$ cat config.mk
export PLATFORM = sky130hd
export DESIGN_NAME = dgl_top
export DESIGN_NICKNAME = d
export VERILOG_FILES = /design/src/rtl/dgl_pkg.sv /design/src/rtl/dgl_sync.sv /design/src/rtl/dgl_window.sv /design/src/rtl/dgl_fsm.sv /design/src/rtl/dgl_top.sv
export SDC_FILE = /design/constraint.sdc
export NUM_CORES = 1
export LEC_CHECK = 0
export BUFFER_PORTS_ARGS = -buffer_cell sky130_fd_sc_hd__buf_2
export CAP_MARGIN = 30
export CORE_AREA = 2 2 39 41
export CTS_CLUSTER_SIZE = 12
export DETAILED_ROUTE_END_ITERATION = 6
export DIE_AREA = 0 0 41 43
export PLACE_DENSITY_LB_ADDON = 0.25
export SLEW_MARGIN = 20
export SYNTH_ARGS = -nofsm -noshare
export SYNTH_HDL_FRONTEND = slang
export SYNTH_SLANG_ARGS = --single-unit
$ cat constraint.sdc
create_clock -name clk_i -period 2.3 [get_ports clk_i]
set_input_delay 0.46 -clock clk_i [delete_from_list [all_inputs] [get_ports clk_i]]
set_output_delay 0.46 -clock clk_i [all_outputs]
set_load 0.01 [all_outputs]
$ cat src/rtl/dgl_pkg.sv
package dgl_pkg;

    // Filter machine states; the encoding equals the filtered level.
    typedef enum logic {
        ST_LOW  = 1'b0,
        ST_HIGH = 1'b1
    } dgl_state_e;

endpackage

$ cat src/rtl/dgl_sync.sv
module dgl_sync #(
    parameter int STAGES = 2
) (
    input  logic clk_i,
    input  logic rst_ni,
    input  logic d_i,
    output logic q_o
);

    logic [STAGES-1:0] ff_q;

    generate
        if (STAGES == 1) begin : g_single
            always_ff @(posedge clk_i or negedge rst_ni) begin
                if (!rst_ni) ff_q <= '0;
                else         ff_q <= d_i;
            end
        end else begin : g_multi
            always_ff @(posedge clk_i or negedge rst_ni) begin
                if (!rst_ni) ff_q <= '0;
                else         ff_q <= {ff_q[STAGES-2:0], d_i};
            end
        end
    endgenerate

    assign q_o = ff_q[STAGES-1];

endmodule

$ cat src/rtl/dgl_window.sv
module dgl_window #(
    parameter int DEPTH = 4
) (
    input  logic             clk_i,
    input  logic             rst_ni,
    input  logic             d_i,
    output logic [DEPTH-1:0] taps_o,
    output logic             all_high_o,
    output logic             all_low_o
);

    logic [DEPTH-1:0] tap_q;

    generate
        for (genvar i = 0; i < DEPTH; i++) begin : g_stage
            logic stage_d;
            if (i == 0) begin : g_head
                assign stage_d = d_i;
            end else begin : g_tail
                assign stage_d = tap_q[i-1];
            end
            always_ff @(posedge clk_i or negedge rst_ni) begin
                if (!rst_ni) tap_q[i] <= 1'b0;
                else         tap_q[i] <= stage_d;
            end
        end
    endgenerate

    assign taps_o     = tap_q;
    assign all_high_o = &tap_q;
    assign all_low_o  = ~|tap_q;

endmodule

$ cat src/rtl/dgl_fsm.sv
module dgl_fsm
    import dgl_pkg::*;
(
    input  logic clk_i,
    input  logic rst_ni,
    input  logic all_high_i,
    input  logic all_low_i,
    output logic level_o
);

    dgl_state_e state_q, state_d;

    // Next-state decision: T_RISE, T_FALL or T_HOLD.
    always_comb begin
        state_d = state_q;
        unique case (state_q)
            ST_LOW:  state_d = all_high_i ? ST_HIGH : ST_LOW;
            ST_HIGH: state_d = all_low_i  ? ST_LOW  : ST_HIGH;
            default: state_d = ST_LOW;
        endcase
    end

    // State register.
    always_ff @(posedge clk_i or negedge rst_ni) begin
        if (!rst_ni) state_q <= ST_LOW;
        else         state_q <= state_d;
    end

    // Output decode straight from the state flop.
    always_comb begin
        unique case (state_q)
            ST_HIGH: level_o = 1'b1;
            default: level_o = 1'b0;
        endcase
    end

endmodule

$ cat src/rtl/dgl_top.sv
module dgl_top #(
    parameter int SYNC_STAGES = 2,
    parameter int WINDOW      = 4
) (
    input  logic clk_i,
    input  logic rst_ni,
    input  logic pin_i,
    input  logic clk_ok_i,
    output logic level_o,
    output logic filter_inactive_o
);

    localparam int LATENCY = SYNC_STAGES + WINDOW + 1;

    logic              sync_q;
    logic [WINDOW-1:0] win_taps;
    logic              win_high;
    logic              win_low;

    dgl_sync #(.STAGES(SYNC_STAGES)) u_sync (
        .clk_i  (clk_i),
        .rst_ni (rst_ni),
        .d_i    (pin_i),
        .q_o    (sync_q)
    );

    dgl_window #(.DEPTH(WINDOW)) u_window (
        .clk_i      (clk_i),
        .rst_ni     (rst_ni),
        .d_i        (sync_q),
        .taps_o     (win_taps),
        .all_high_o (win_high),
        .all_low_o  (win_low)
    );

    dgl_fsm u_fsm (
        .clk_i      (clk_i),
        .rst_ni     (rst_ni),
        .all_high_i (win_high),
        .all_low_i  (win_low),
        .level_o    (level_o)
    );

    assign filter_inactive_o = ~clk_ok_i;

    initial begin
        if (LATENCY < 3) $display("dgl_top: unexpected latency %0d", LATENCY);
    end

endmodule

==> flow_summary.json <==
{
  "status": "finished clean",
  "yosys_warnings": 0,
  "grt_pass1_vias": 126,
  "worstSetupEndpoint": "level_o",
  "r2r_slack_ns": 1.40,
  "reg2reg_to": "u_fsm.state_q$_DFF_PN0_",
  "syn2layout_area_growth_pct": 34.8,
  "whs_ns": 0.0328,
  "path_buf_inv": 1,
  "die_area_mm2": 0.00176,
  "cts.sinks": 7,
  "synthMuxAreaShare": 0,
  "pre_cts_ws_ns": 1.13,
  "worstSkewPairLatency_ns": 0.24,
  "antenna_cells": 0,
  "globalRouteOverflowTotal": 0,
  "p_total_mw": 0.260,
  "fin_ws_ns": 1.07,
  "slew-limit-headroom": 0.851,
  "cts-root-buf": "clkbuf_4",
  "synth_top_family_by_area": "compound AO/OA/AOI/OAI gates",
  "synth_fa_ha_area_frac": 0,
  "grt_pass1_wl_um": 496,
  "vias_per_cell": 3.39,
  "initial_core_util": 0.148,
  "cts_setup_buffers": 0,
  "fmax_mhz": 813,
  "path_cells": "buf_2",
  "drtPass1Iterations": 1,
  "cts_tree": "built",
  "maxSlewViolCount": 0,
  "start_kind": "flop",
  "final-setup-viol-count": 0,
  "worstRegToRegCells": 2,
  "p_per_area_mw_per_mm2": 942,
  "drcViolationCount": 0,
  "crit_start": "u_fsm.state_q$_DFF_PN0_",
  "dp_hpwl_um": 223,
  "p_leak_nw": 0.131,
  "slowest_delay_ns": 0.38,
  "avgSynthCellArea_um2": 18.7,
  "ir_drop_mv": 0.262,
  "fin_nets": 25,
  "antenna_found_initial": 0,
  "clockBufferDepth": 2,
  "first_iter_violations": 0,
  "drive_above_1_share": 0.450,
  "gp_congestion": 0.548,
  "rsz0062_at_grt": "false",
  "r2r_start": "u_window.g_stage[3].stage_d$_DFF_PN0_",
  "grt_use_total": 0.0478,
  "post-route-util": 0.200,
  "hold_violations": 0,
  "vias": 122,
  "numPortBuffers": 5,
  "synth_compound_area_frac": 0.0793,
  "post-route-period-util": 0.535,
  "critical_path_depth": 1,
  "ctsHoldBuffers": 0,
  "ys_seq_elements": 7,
  "die_w_um": 41,
  "num_rows": 14,
  "worst_pin_slew_ns": 0.220,
  "path_delay_family": "flip-flops",
  "ant_nets": 0,
  "crit_required_ns": 1.84,
  "layout_min_cycle_time_ns": 1.23,
  "syn_nets": 15,
  "ys_seq_area_frac": 0.854,
  "wl_per_cell_um": 7.44,
  "critPathSlowestCell": "dfrtp_1",
  "fin_worst_skew_ns": 0.00442,
  "drt-total-wl_um": 268,
  "synth-xor-area-share": 0,
  "maxCapViolations": 0,
  "clk_pin_slew_ns": 0.05,
  "crit_path_max_fanout": 2,
  "worstHoldPathType": "in2async",
  "tns_ns": 0,
  "cts_buffers": 3,
  "yosys.cell_types.count": 5,
  "synth_simple_gate_area_share": 0.0488,
  "cts_max_level": 1,
  "syn_inst": 11,
  "end_kind": "primary output",
  "core_area_mm2": 0.00138,
  "cts-resized-gates": 0,
  "netlist_area_um2": 205,
  "chipHeight_um": 43,
  "grt_max_degree": 8,
  "arrival_ns": 0.77,
  "ios": 6,
  "worstSetupPathType": "reg2out"
}
[routing by layer]
metal  wire length (um)  global-route usage  up-vias
met5                  0                   0        -
met3                 35              0.0471        0
li1                   -                   -       54
met1                116              0.0502       61
met4                  0              0.0400        0
met2                117              0.0531        7
[where the power goes]
group | leakage (nW) | internal (mW) | switching (mW)
sequential | 0.0817 | 0.132 | 0.00560
combinational | 0.0344 | 0.00850 | 0.00829
clock | 0.0150 | 0.0659 | 0.0399
[flip-flops by register name, summed over array words and instances, names as in the netlist]
register / cells
u_fsm.state_q: 1
u_sync.ff_q: 2
u_window.g_stage.stage_d: 3
u_window.taps_o: 1
[synth_stat cells, drive strengths merged]
master	count	area share
nand4	1	0.031
inv	1	0.018
dfrtp	7	0.85
o41ai	1	0.079
nand2	1	0.018
[metrics by stage]
stage / cell area, um^2 / cells
after floorplan: 205 / 11
after global placement: 250 / 32
after detailed placement: 250 / 32
after CTS: 277 / 36
after global routing: 277 / 36
final: 277 / 36
[cell type report]
| class | count | area, um^2 |
|---|---|---|
| Inverter | 1 | 3.75 |
| Tap cell | 16 | 20.0 |
| Timing Repair Buffer | 5 | 25.0 |
| Multi-Input combinational cell | 3 | 26.3 |
| Clock buffer | 4 | 26.3 |
| Sequential cell | 7 | 175 |
| Fill cell | 148 | 1110 |
[layout by cell type (no fill, tap or decap)]
| cell | n |
|---|---|
| nand2_1 | 1 |
| nand4_1 | 1 |
| clkbuf_4 | 3 |
| inv_1 | 1 |
| buf_2 | 5 |
| o41ai_2 | 1 |
| clkbuf_1 | 1 |
| dfrtp_1 | 7 |
[cell families (layout without fill, tap and decap cells)]
logic type / count (synthesis) / in the layout
AOI/OAI and AO/OA: 1 / 1
buffers and inverters: 1 / 10
DFF: 7 / 7
and+or+nand+nor: 2 / 2
[worst min path at each step]
stage / start / endpoint / slack [ns] / cells after the start
2_1_floorplan: rst_ni / u_fsm.state_q$_DFF_PN0_ / 0.16 / 0
6_report: rst_ni / u_fsm.state_q$_DFF_PN0_ / 0.03 / 1
5_1_grt: rst_ni / u_fsm.state_q$_DFF_PN0_ / 0.03 / 1
3_5_place_dp: rst_ni / u_sync.ff_q[0]$_DFF_PN0_ / 0.30 / 1
4_1_cts: rst_ni / u_fsm.state_q$_DFF_PN0_ / 0.03 / 1
3_3_place_gp: rst_ni / u_sync.ff_q[0]$_DFF_PN0_ / 0.29 / 1
(Power assumes the default switching activity.)
